[config.mk]
export PLATFORM = sky130hd
export DESIGN_NAME = gpio_bank_ctrl
export DESIGN_NICKNAME = d
export VERILOG_FILES = /design/src/rtl/gpio_ctrl_pkg.sv /design/src/rtl/gpio_in_cond.sv /design/src/rtl/gpio_evt_detect.sv /design/src/rtl/gpio_w1c_status.sv /design/src/rtl/gpio_bank_ctrl.sv
export SDC_FILE = /design/constraint.sdc
export NUM_CORES = 2
export LEC_CHECK = 0
export ABC_AREA = 1
export BUFFER_PORTS_ARGS = -buffer_cell sky130_fd_sc_hd__buf_2
export CAP_MARGIN = 20
export CORE_MARGIN = 8
export CORE_UTILIZATION = 40
export DETAILED_ROUTE_END_ITERATION = 6
export PLACE_DENSITY = 0.55
export RECOVER_POWER = 50
export SLEW_MARGIN = 20
export SYNTH_ARGS = -nofsm -noshare
export SYNTH_HDL_FRONTEND = slang
export SYNTH_SLANG_ARGS = --single-unit
[constraint.sdc]
create_clock -name clk -period 1.45 [get_ports clk]
set_input_delay 0.145 -clock clk [delete_from_list [all_inputs] [get_ports clk]]
set_output_delay 0.145 -clock clk [all_outputs]
set_load 0.01 [all_outputs]
[src/rtl/gpio_ctrl_pkg.sv]
package gpio_ctrl_pkg;

   localparam int BANK_BITS = 32;
   localparam int MAX_BANKS = 6;

   localparam logic [11:0] OFS_CFG   = 12'h000;
   localparam logic [11:0] OFS_LEVEL = 12'h004;
   localparam logic [11:0] OFS_DIR   = 12'h01C;
   localparam logic [11:0] OFS_SET   = 12'h034;
   localparam logic [11:0] OFS_CLR   = 12'h04C;
   localparam logic [11:0] OFS_RISE  = 12'h064;
   localparam logic [11:0] OFS_FALL  = 12'h07C;
   localparam logic [11:0] OFS_BYP   = 12'h094;
   localparam logic [11:0] OFS_MASK  = 12'h0AC;
   localparam logic [11:0] OFS_STAT  = 12'h0C4;
   localparam logic [11:0] OFS_TYPE  = 12'h300;
   localparam logic [11:0] OFS_POL   = 12'h318;
   localparam logic [11:0] OFS_WMASK = 12'h330;
   localparam logic [11:0] OFS_WSTAT = 12'h348;

   typedef enum logic [3:0] {
      RK_NONE, RK_LEVEL, RK_DIR, RK_SET, RK_CLR, RK_RISE, RK_FALL,
      RK_BYP, RK_MASK, RK_STAT, RK_TYPE, RK_POL, RK_WMASK, RK_WSTAT
   } reg_kind_e;

   typedef struct packed {
      reg_kind_e  kind;
      logic [2:0] bank;
   } reg_hit_t;

   function automatic logic in_window(input logic [11:0] a, input logic [11:0] base,
                                      input int nb);
      return (int'(a) >= int'(base)) && (int'(a) < int'(base) + 4 * nb) && (a[1:0] == 2'b00);
   endfunction

   function automatic logic [2:0] bank_of(input logic [11:0] a, input logic [11:0] base);
      logic [11:0] d;
      d = a - base;
      return d[4:2];
   endfunction

   function automatic reg_hit_t decode_addr(input logic [11:0] a, input int nb);
      reg_hit_t h;
      h.kind = RK_NONE;
      h.bank = '0;
      if      (in_window(a, OFS_LEVEL, nb)) begin h.kind = RK_LEVEL; h.bank = bank_of(a, OFS_LEVEL); end
      else if (in_window(a, OFS_DIR,   nb)) begin h.kind = RK_DIR;   h.bank = bank_of(a, OFS_DIR);   end
      else if (in_window(a, OFS_SET,   nb)) begin h.kind = RK_SET;   h.bank = bank_of(a, OFS_SET);   end
      else if (in_window(a, OFS_CLR,   nb)) begin h.kind = RK_CLR;   h.bank = bank_of(a, OFS_CLR);   end
      else if (in_window(a, OFS_RISE,  nb)) begin h.kind = RK_RISE;  h.bank = bank_of(a, OFS_RISE);  end
      else if (in_window(a, OFS_FALL,  nb)) begin h.kind = RK_FALL;  h.bank = bank_of(a, OFS_FALL);  end
      else if (in_window(a, OFS_BYP,   nb)) begin h.kind = RK_BYP;   h.bank = bank_of(a, OFS_BYP);   end
      else if (in_window(a, OFS_MASK,  nb)) begin h.kind = RK_MASK;  h.bank = bank_of(a, OFS_MASK);  end
      else if (in_window(a, OFS_STAT,  nb)) begin h.kind = RK_STAT;  h.bank = bank_of(a, OFS_STAT);  end
      else if (in_window(a, OFS_TYPE,  nb)) begin h.kind = RK_TYPE;  h.bank = bank_of(a, OFS_TYPE);  end
      else if (in_window(a, OFS_POL,   nb)) begin h.kind = RK_POL;   h.bank = bank_of(a, OFS_POL);   end
      else if (in_window(a, OFS_WMASK, nb)) begin h.kind = RK_WMASK; h.bank = bank_of(a, OFS_WMASK); end
      else if (in_window(a, OFS_WSTAT, nb)) begin h.kind = RK_WSTAT; h.bank = bank_of(a, OFS_WSTAT); end
      return h;
   endfunction

endpackage

[src/rtl/gpio_in_cond.sv]
module gpio_in_cond #(
   parameter int W           = 32,
   parameter int SYNC_STAGES = 2,
   parameter int FILT_LEN    = 3
) (
   input  logic         clk,
   input  logic         rst_n,
   input  logic [W-1:0] pad,
   input  logic [W-1:0] bypass,
   output logic [W-1:0] clean
);

   logic [W-1:0] sync_q [SYNC_STAGES];
   logic [W-1:0] synced;

   always_ff @(posedge clk or negedge rst_n) begin
      if (!rst_n) begin
         for (int i = 0; i < SYNC_STAGES; i++) sync_q[i] <= '0;
      end else begin
         sync_q[0] <= pad;
         for (int i = 1; i < SYNC_STAGES; i++) sync_q[i] <= sync_q[i-1];
      end
   end

   assign synced = sync_q[SYNC_STAGES-1];

   generate
      if (FILT_LEN <= 1) begin : g_nofilt
         // Filter disabled at build time: the bypass bits select nothing.
         assign clean = synced | (bypass & ~bypass);
      end else begin : g_filt
         localparam int CW = $clog2(FILT_LEN);
         for (genvar p = 0; p < W; p++) begin : g_pin
            logic [CW-1:0] run_q;
            logic          held_q;
            always_ff @(posedge clk or negedge rst_n) begin
               if (!rst_n) begin
                  run_q  <= '0;
                  held_q <= 1'b0;
               end else if (synced[p] == held_q) begin
                  run_q <= '0;
               end else if (run_q == CW'(FILT_LEN - 1)) begin
                  run_q  <= '0;
                  held_q <= synced[p];
               end else begin
                  run_q <= run_q + 1'b1;
               end
            end
            assign clean[p] = bypass[p] ? synced[p] : held_q;
         end
      end
   endgenerate

endmodule

[src/rtl/gpio_evt_detect.sv]
module gpio_evt_detect #(
   parameter int W = 32
) (
   input  logic         clk,
   input  logic         rst_n,
   input  logic [W-1:0] clean,
   input  logic [W-1:0] rise_en,
   input  logic [W-1:0] fall_en,
   input  logic [W-1:0] lvl_mode,
   input  logic [W-1:0] lvl_low,
   output logic [W-1:0] evt
);

   logic [W-1:0] prev_q;
   logic [W-1:0] rise, fall, lvl_act;

   always_ff @(posedge clk or negedge rst_n) begin
      if (!rst_n) prev_q <= '0;
      else        prev_q <= clean;
   end

   assign rise    = clean & ~prev_q;
   assign fall    = ~clean & prev_q;
   assign lvl_act = clean ^ lvl_low;
   assign evt     = (lvl_mode & lvl_act) | (~lvl_mode & ((rise & rise_en) | (fall & fall_en)));

endmodule

[src/rtl/gpio_w1c_status.sv]
module gpio_w1c_status #(
   parameter int W = 32
) (
   input  logic         clk,
   input  logic         rst_n,
   input  logic [W-1:0] evt,
   input  logic [W-1:0] clr,
   input  logic [W-1:0] en,
   output logic [W-1:0] st,
   output logic         any
);

   // A new event in the same cycle as a clear wins, so an active level keeps its bit.
   always_ff @(posedge clk or negedge rst_n) begin
      if (!rst_n) st <= '0;
      else        st <= (st & ~clr) | evt;
   end

   assign any = |(st & en);

endmodule

[src/rtl/gpio_bank_ctrl.sv]
module gpio_bank_ctrl
   import gpio_ctrl_pkg::*;
#(
   parameter int NUM_PINS    = 40,
   parameter int SYNC_STAGES = 2,
   parameter int FILT_LEN    = 3
) (
   input  logic                clk,
   input  logic                rst_n,
   input  logic                bus_we,
   input  logic                bus_re,
   input  logic [11:0]         bus_addr,
   input  logic [31:0]         bus_wdata,
   output logic [31:0]         bus_rdata,
   input  logic [NUM_PINS-1:0] pad_in,
   output logic [NUM_PINS-1:0] pad_out,
   output logic [NUM_PINS-1:0] pad_oe,
   output logic                irq,
   output logic                wake
);

   localparam int NBANK = (NUM_PINS + BANK_BITS - 1) / BANK_BITS;
   localparam int W     = NBANK * BANK_BITS;
   localparam logic [W-1:0] PIN_MASK = {W{1'b1}} >> (W - NUM_PINS);

   generate
      if (NUM_PINS < 1 || NUM_PINS > MAX_BANKS * BANK_BITS) begin : g_bad_pins
         $error("NUM_PINS out of range");
      end
      if (SYNC_STAGES < 2) begin : g_bad_sync
         $error("SYNC_STAGES must be at least 2");
      end
      if (FILT_LEN < 1) begin : g_bad_filt
         $error("FILT_LEN must be at least 1");
      end
   endgenerate

   reg_hit_t     hit;
   logic [W-1:0] wr_vec, sel_vec, wbits;
   logic [W-1:0] dir_q, out_q, rise_q, fall_q, byp_q, mask_q, type_q, pol_q, wmask_q;
   logic [W-1:0] pad_w, clean_w, evt_w, irq_st, wake_st, stat_clr, wake_clr;
   logic [W-1:0] rd_src;
   logic [31:0]  rd_word;

   assign hit = decode_addr(bus_addr, NBANK);

   always_comb begin
      for (int b = 0; b < NBANK; b++) begin
         wr_vec[b*BANK_BITS +: BANK_BITS]  = bus_wdata;
         sel_vec[b*BANK_BITS +: BANK_BITS] = (int'(hit.bank) == b) ? '1 : '0;
      end
   end

   assign wbits    = wr_vec & sel_vec & PIN_MASK;
   assign stat_clr = (bus_we && hit.kind == RK_STAT)  ? wbits : '0;
   assign wake_clr = (bus_we && hit.kind == RK_WSTAT) ? wbits : '0;

   always_ff @(posedge clk or negedge rst_n) begin
      if (!rst_n) begin
         dir_q   <= '0;
         out_q   <= '0;
         rise_q  <= '0;
         fall_q  <= '0;
         byp_q   <= '0;
         mask_q  <= '0;
         type_q  <= '0;
         pol_q   <= '0;
         wmask_q <= '0;
      end else if (bus_we) begin
         unique case (hit.kind)
            RK_DIR:   dir_q   <= (dir_q   & ~sel_vec) | wbits;
            RK_SET:   out_q   <= out_q | wbits;
            RK_CLR:   out_q   <= out_q & ~wbits;
            RK_RISE:  rise_q  <= (rise_q  & ~sel_vec) | wbits;
            RK_FALL:  fall_q  <= (fall_q  & ~sel_vec) | wbits;
            RK_BYP:   byp_q   <= (byp_q   & ~sel_vec) | wbits;
            RK_MASK:  mask_q  <= (mask_q  & ~sel_vec) | wbits;
            RK_TYPE:  type_q  <= (type_q  & ~sel_vec) | wbits;
            RK_POL:   pol_q   <= (pol_q   & ~sel_vec) | wbits;
            RK_WMASK: wmask_q <= (wmask_q & ~sel_vec) | wbits;
            default: ;
         endcase
      end
   end

   assign pad_w   = W'(pad_in);
   assign pad_out = out_q[NUM_PINS-1:0];
   assign pad_oe  = dir_q[NUM_PINS-1:0];

   gpio_in_cond #(.W(W), .SYNC_STAGES(SYNC_STAGES), .FILT_LEN(FILT_LEN)) u_cond (
      .clk    (clk),
      .rst_n  (rst_n),
      .pad    (pad_w),
      .bypass (byp_q),
      .clean  (clean_w)
   );

   gpio_evt_detect #(.W(W)) u_evt (
      .clk      (clk),
      .rst_n    (rst_n),
      .clean    (clean_w),
      .rise_en  (rise_q),
      .fall_en  (fall_q),
      .lvl_mode (type_q),
      .lvl_low  (pol_q),
      .evt      (evt_w)
   );

   gpio_w1c_status #(.W(W)) u_irq_st (
      .clk   (clk),
      .rst_n (rst_n),
      .evt   (evt_w),
      .clr   (stat_clr),
      .en    (mask_q),
      .st    (irq_st),
      .any   (irq)
   );

   gpio_w1c_status #(.W(W)) u_wake_st (
      .clk   (clk),
      .rst_n (rst_n),
      .evt   (evt_w),
      .clr   (wake_clr),
      .en    (wmask_q),
      .st    (wake_st),
      .any   (wake)
   );

   always_comb begin
      unique case (hit.kind)
         RK_LEVEL: rd_src = clean_w & PIN_MASK;
         RK_DIR:   rd_src = dir_q;
         RK_SET,
         RK_CLR:   rd_src = out_q;
         RK_RISE:  rd_src = rise_q;
         RK_FALL:  rd_src = fall_q;
         RK_BYP:   rd_src = byp_q;
         RK_MASK:  rd_src = mask_q;
         RK_STAT:  rd_src = irq_st;
         RK_TYPE:  rd_src = type_q;
         RK_POL:   rd_src = pol_q;
         RK_WMASK: rd_src = wmask_q;
         RK_WSTAT: rd_src = wake_st;
         default:  rd_src = '0;
      endcase
   end

   assign rd_word = rd_src[int'(hit.bank)*BANK_BITS +: BANK_BITS];

   always_ff @(posedge clk or negedge rst_n) begin
      if (!rst_n)      bus_rdata <= '0;
      else if (bus_re) bus_rdata <= rd_word;
   end

endmodule

**Word-level counts from Yosys, hierarchy flattened**

Index checks and enable logic that the tools add are counted.

- Add/sub/neg operators: 53
- $lt $le $gt $ge: 26
- Equality and inequality tests: 94
- Shift-type cells: 1
- Muxes and demuxes: 139
- Bitwise operators: 81
- Reduce and logical (&&, ||, !) cells: 83

Operators with widths:

| cell | count |
|---|---|
| 64-bit bitwise AND | 17 |
| 64-bit case mux with 12 select lines | 1 |
| 64-bit by 40-bit OR with 64-bit output | 9 |
| 40-bit inverter with 64-bit output | 5 |
| 64-bit OR | 4 |
| 2-bit two-way mux | 80 |
| 64-bit inverter | 2 |
| 64-bit case mux with 2 select lines | 1 |
| 64-bit OR reduction | 2 |
| 2-bit AND reduction | 49 |
| 7-bit two-way mux | 13 |
| 2-bit by 1-bit adder with 2-bit output, second input constant | 40 |
| 2-bit == test, second input constant | 40 |
| 40-bit two-way mux | 2 |
| 40-bit by 64-bit bitwise AND with 64-bit output | 1 |
| 64-bit by 40-bit bitwise AND with 64-bit output | 1 |
| 32-bit two-way mux | 2 |
| 64-bit by 9-bit indexed part select with 32-bit output | 1 |
| 40-bit by 64-bit XOR with 64-bit output | 1 |
| 12-bit by 10-bit >= comparator with 1-bit output, second input constant | 4 |
| 12-bit by 10-bit less-than comparator with 1-bit output, second input constant | 4 |
| 12-bit by 8-bit less-than comparator with 1-bit output, second input constant | 4 |
| 40-bit bitwise AND | 1 |
| 1-bit == test | 40 |
| other kinds (24) | 153 |

- Bits in registers: 976
- Input port bits: 88
- Output and inout port bits: 114
- Word-level logic and storage cells: 572

**Depth between registers and ports, before layout**

- Depth after elaboration: 23
- Depth in mapped cells: 26
- Mapped depth without buffers: 24

**Cells and area by module**

A second synthesis with hierarchy kept.

- Cells, all modules: 6851
- Area, all modules: 52143.8 um2

Modules (own cells, without submodules):

| module | times used | cells each | area each (um2) | sequential area each (um2) |
|---|---|---|---|---|
| gpio_bank_ctrl | 1 | 3861 | 29259.3 | 14614.0 |
| gpio_in_cond | 1 | 1472 | 12492.0 | 8007.7 |
| gpio_w1c_status | 2 | 311 | 2793.9 | 1601.5 |
| gpio_evt_detect | 1 | 896 | 4804.6 | 1601.5 |

**Least setup slack after synthesis**

OpenSTA, ideal clock, no wires.

- Kind: in2reg
- From: in bus_addr[2]
- To: reg u_wake_st.st[31]
- Setup time: 0.129 ns
- Arrival time: 2.425 ns
- Required time: 1.321 ns
- Path slack: -1.104 ns
- Stages: 19
- Buffers on the path: 3
- Cells stage by stage: inv_1 > ha_1 > clkbuf_1 > nand3_1 > o21ai_1 > nand2_1 > nand2_1 > nor2_1 > nand2_1 > o21ai_1 > nand2_1 > inv_2 > nand3_1 > nor2_4 > buf_2 > buf_2 > nand3_1 > nand2_1 > nand2_1

- Word-level cells in the longest chain between the ends: 23
- Elaborated cells between the ends (all ways): 87
- Those cells by class: add/sub: 13; order compare: 26; eq/ne: 1; mux: 15; bitwise: 4; reduce/logical: 28

RTL lines:

| what | line | RTL |
|---|---|---|
| from (decl) | gpio_bank_ctrl.sv:12 | `input logic [11:0] bus_addr,` |
| 12-bit by 10-bit >= comparator with 1-bit output or 12-bit by 10-bit less-than comparator with 1-bit output (tied branches) | gpio_ctrl_pkg.sv:33 | `return (int'(a) >= int'(base)) && (int'(a) < int'(base) + 4 * nb) && (a[1:0] == 2'b00);` |
| 1-bit logical AND (2 in a row) | gpio_ctrl_pkg.sv:33 |  |
| 7-bit two-way mux | gpio_ctrl_pkg.sv:58 | `else if (in_window(a, OFS_WSTAT, nb)) begin h.kind = RK_WSTAT; h.bank = bank_of(a, OFS_WSTAT); end` |
| 7-bit two-way mux | gpio_ctrl_pkg.sv:57 | `else if (in_window(a, OFS_WMASK, nb)) begin h.kind = RK_WMASK; h.bank = bank_of(a, OFS_WMASK); end` |
| 7-bit two-way mux | gpio_ctrl_pkg.sv:56 | `else if (in_window(a, OFS_POL, nb)) begin h.kind = RK_POL; h.bank = bank_of(a, OFS_POL); end` |
| 7-bit two-way mux | gpio_ctrl_pkg.sv:55 | `else if (in_window(a, OFS_TYPE, nb)) begin h.kind = RK_TYPE; h.bank = bank_of(a, OFS_TYPE); end` |
| 7-bit two-way mux | gpio_ctrl_pkg.sv:54 | `else if (in_window(a, OFS_STAT, nb)) begin h.kind = RK_STAT; h.bank = bank_of(a, OFS_STAT); end` |
| 7-bit two-way mux | gpio_ctrl_pkg.sv:53 | `else if (in_window(a, OFS_MASK, nb)) begin h.kind = RK_MASK; h.bank = bank_of(a, OFS_MASK); end` |
| [... 6 more ...] | -- |  |
| 7-bit two-way mux * | gpio_ctrl_pkg.sv:46 | `if (in_window(a, OFS_LEVEL, nb)) begin h.kind = RK_LEVEL; h.bank = bank_of(a, OFS_LEVEL); end` |
| 3-bit zero test | gpio_bank_ctrl.sv:50 | `sel_vec[b*BANK_BITS +: BANK_BITS] = (int'(hit.bank) == b) ? '1 : '0;` |
| 32-bit two-way mux | gpio_bank_ctrl.sv:50 |  |
| 40-bit bitwise AND | gpio_bank_ctrl.sv:54 | `assign wbits = wr_vec & sel_vec & PIN_MASK;` |
| 40-bit two-way mux * | gpio_bank_ctrl.sv:56 | `assign wake_clr = (bus_we && hit.kind == RK_WSTAT) ? wbits : '0;` |
| 40-bit inverter with 64-bit output * | gpio_w1c_status.sv:16 | `else st <= (st & ~clr) \| evt;` |
| 64-bit bitwise AND * | gpio_w1c_status.sv:16 |  |
| 64-bit OR * | gpio_w1c_status.sv:16 |  |
| to (signal assigned) | gpio_w1c_status.sv:16 |  |
| to (decl) | gpio_w1c_status.sv:9 | `output logic [W-1:0] st,` |

Mark *: on every way between the ends. The rest lies on a longest branch, timed or not.
A chain may end at the register's enable or synchronous reset.

==> flow_summary.json <==
{
  "timing.rr.end": "bus_rdata[25]",
  "ctsLongestPathBuffers": 3,
  "syn2layout_area_growth_pct": 50.0,
  "p_per_area_nw_per_um2": 1100,
  "nets": 6983,
  "seq_area_frac_synth": 0.558,
  "drt_wl_total_um": 208000,
  "tns_ps": -681180,
  "fin_cells": 8514,
  "grt_pass1_vias": 44400,
  "tightest_slew_ps": 1230,
  "netlist_area_um2": 47000,
  "final_max_slew_viol_count": 0,
  "worstRegToRegCells": 11,
  "root_buffer": "clkbuf_16",
  "postRouteAntennaNets": 0,
  "power.total_w": 0.0778,
  "n_fill_cell": 9925,
  "start_util": 0.404,
  "worst-path-max-fanout": 2,
  "routedWlPerCell_um": 24.5,
  "place_inst": 7971,
  "status": "finished with violations",
  "hold_end": "u_cond.sync_q[75]",
  "path_clk_slew_ps": 70,
  "antenna_found_initial": 8,
  "setup_ws_ps": -1700,
  "max_cap_viol_count": 0,
  "htreeDepth": 3,
  "synth_edf_count": 0,
  "io_buffers": 201,
  "coreArea_um2": 116000,
  "ios": 202,
  "startpoint_type": "flop",
  "grt_use_met2": 0.476,
  "hpwl_um": 128000,
  "irDropWorstVdd_mv": 0.916,
  "clock.fmax_mhz": 317,
  "first_iter_violations": 4516,
  "grt_use_met3": 0.0658,
  "vias": 46400,
  "syn_inst": 5583,
  "yosys.cell_types.count": 53,
  "routed_via_density": 5.45,
  "die_y_um": 359,
  "dieArea_um2": 129000,
  "gr-usage-met1": 0.394,
  "ys_warn_count": 0,
  "layout-drive-gt1-share": 0.360,
  "cts_tree": "built",
  "critPathArrivalTime_ps": 3010,
  "track_usage": 0.299,
  "rows": 125,
  "setup_viol": 1435,
  "worst_ep_required_time_ps": 1310,
  "post-route-period-util": 2.18,
  "grt_pass1_wl_um": 287000,
  "hold_class": "primary input to flop",
  "cts_sinks": 1048,
  "hold-path-cell-count": 2,
  "dr.pass1.iters": 6,
  "ys_seq_elements": 1048,
  "grt_max_degree": 82,
  "syn_nets": 5677,
  "syn_area_per_cell_um2": 8.42,
  "hold_violations": 0,
  "async_reset_ff_frac": 1.00,
  "worst_setup_path_end_kind": "output port",
  "clock_skew_ps": 34.9,
  "failed_checks": "setup timing",
  "worstSkewPairLatency_ps": 760,
  "placed_area_um2": 57100,
  "drc": 0,
  "place_congestion": 1.01,
  "synth_flop_cell": "dfrtp_1",
  "slew-limit-headroom": 0.178,
  "crit_type": "flop to output port",
  "rrSetupSlack_ps": -490,
  "rsz0062_at_grt": "yes",
  "min_from": "pad_in[11]",
  "cts_buffers": 115,
  "fin_area_um2": 70500,
  "leakagePower_nw": 34.9,
  "fin_crit_ps": 3150,
  "grt_overflow": 0,
  "fp.dieW_um": 359,
  "busiest_layer": "met2"
}
[placed cells by master (no fill, tap or decap), types with 29 or more instances in the layout]
cell type and n:
dlygate4sd3_1 93, buf_4 814, clkbuf_16 147, nand2_1 1105
nand4_1 159, nand3_2 75, nor2_1 276, inv_1 647
nor3_1 109, inv_2 92, a22o_1 57, a21oi_1 164
buf_16 38, o21ai_0 193, o21ai_1 128, xnor2_1 40
o21ai_2 145, nand2_2 236, nand3_1 181, or2_2 29
xor2_1 41, buf_6 94, nor2_4 35, o22ai_1 48
nand2_4 243, buf_2 188, dfrtp_1 1048, buf_12 151
[critical path: stages, from the launching register on]
cell and delay [ps]:
dfrtp_1 390, nand2_2 100, o2111ai_4 190, a2111oi_4 400, buf_4 210, nand4_1 300
or3_4 500, buf_6 140
[Yosys cell counts (3+ instances only)]
cell type | n | area [µm²]
a211oi_1 | 12 | 90.1
a21oi_1 | 175 | 876
a221oi_1 | 28 | 245
a22o_1 | 57 | 499
a31oi_1 | 4 | 25.0
a32o_1 | 3 | 30.0
buf_1 | 6 | 22.5
buf_2 | 80 | 400
buf_4 | 40 | 300
clkbuf_1 | 125 | 469
clkinv_1 | 4 | 15.0
dfrtp_1 | 1048 | 26200
ha_1 | 6 | 75.1
inv_1 | 738 | 2770
inv_2 | 16 | 60.1
nand2_1 | 1590 | 5970
nand2_2 | 13 | 81.3
nand3_1 | 265 | 1330
nand3b_1 | 12 | 90.1
nand4_1 | 159 | 995
nor2_1 | 322 | 1210
nor2_2 | 13 | 81.3
nor3_1 | 121 | 606
nor3b_1 | 7 | 52.6
nor4_1 | 4 | 25.0
o2111ai_1 | 21 | 184
o211a_1 | 3 | 30.0
o211ai_1 | 25 | 188
o21ai_0 | 376 | 1880
o21ai_1 | 93 | 465
o221ai_1 | 9 | 78.8
o22ai_1 | 48 | 300
o311ai_0 | 12 | 105
o31ai_1 | 5 | 37.5
o32ai_1 | 13 | 114
or2_2 | 29 | 181
xnor2_1 | 40 | 350
xor2_1 | 41 | 359
[cell type report]
cell class / count / area, µm² / share of cell area
tap: 1524 / 1910 / 0.0270
clock buffer: 163 / 3320 / 0.0471
antenna: 4 / 10.0 / 0.000142
clock inverter: 51 / 651 / 0.00923
multi-input combinational: 3531 / 21300 / 0.301
sequential: 1048 / 26200 / 0.372
inverter: 758 / 2900 / 0.0411
timing repair buffer: 1435 / 14200 / 0.202
[routing by layer]
layer	vias to the layer above	wire, µm
li1	20700	-
met1	22800	82100
met2	2200	93000
met3	623	20200
met4	2	13100
met5	-	11
[how the worst max path moves through the flow]
stage	end	slack, ps	cells after the start
after floorplan	u_wake_st.st[31]	-880	22
after global placement	bus_rdata[19]	-1800	19
after detailed placement	flop	-1810	21
after CTS	irq	-1640	7
after global routing	irq	-1710	7
final	irq	-1700	7
[repair_timing]
item                                   in CTS  in global routing
pin swaps                                  87                172
cloned                                     52                 45
resized for setup                         630               1038
endpoints found under the hold margin    1502                  0
setup endpoints to repair                 778                878
buffers inserted                           99                 79
hold buffers                               93                  0
[power by group]
| group | total, W | internal (W) | switching, W |
|---|---|---|---|
| registers | 0.0340 | 0.0321 | 0.00190 |
| logic | 0.0129 | 0.00592 | 0.00696 |
| clock network | 0.0309 | 0.0182 | 0.0126 |
[cells by family (layout without fill, tap and decap cells)]
group / after synthesis / after routing / synth area share
xor gates and xnor gates: 81 / 81 / 0.0151
AOI/OAI and AO/OA: 896 / 896 / 0.112
adders and majority gates: 6 / 6 / 0.00160
and+or+nand+nor: 2543 / 2548 / 0.227
DFF: 1048 / 1048 / 0.558
other: 0 / 4 / 0
buffers and inverters: 1009 / 2407 / 0.0859
[through the flow]
step	util	setup WS (ps)	hold slack [ps]
2_1_floorplan	-	-877	-151
3_3_place_gp	0.491	-1800	196
3_5_place_dp	0.491	-1810	197
4_1_cts	0.569	-1640	0.441
5_1_grt	0.606	-1710	23.2
6_report	0.606	-1700	43.9
Power figures use the tool's default switching activity.
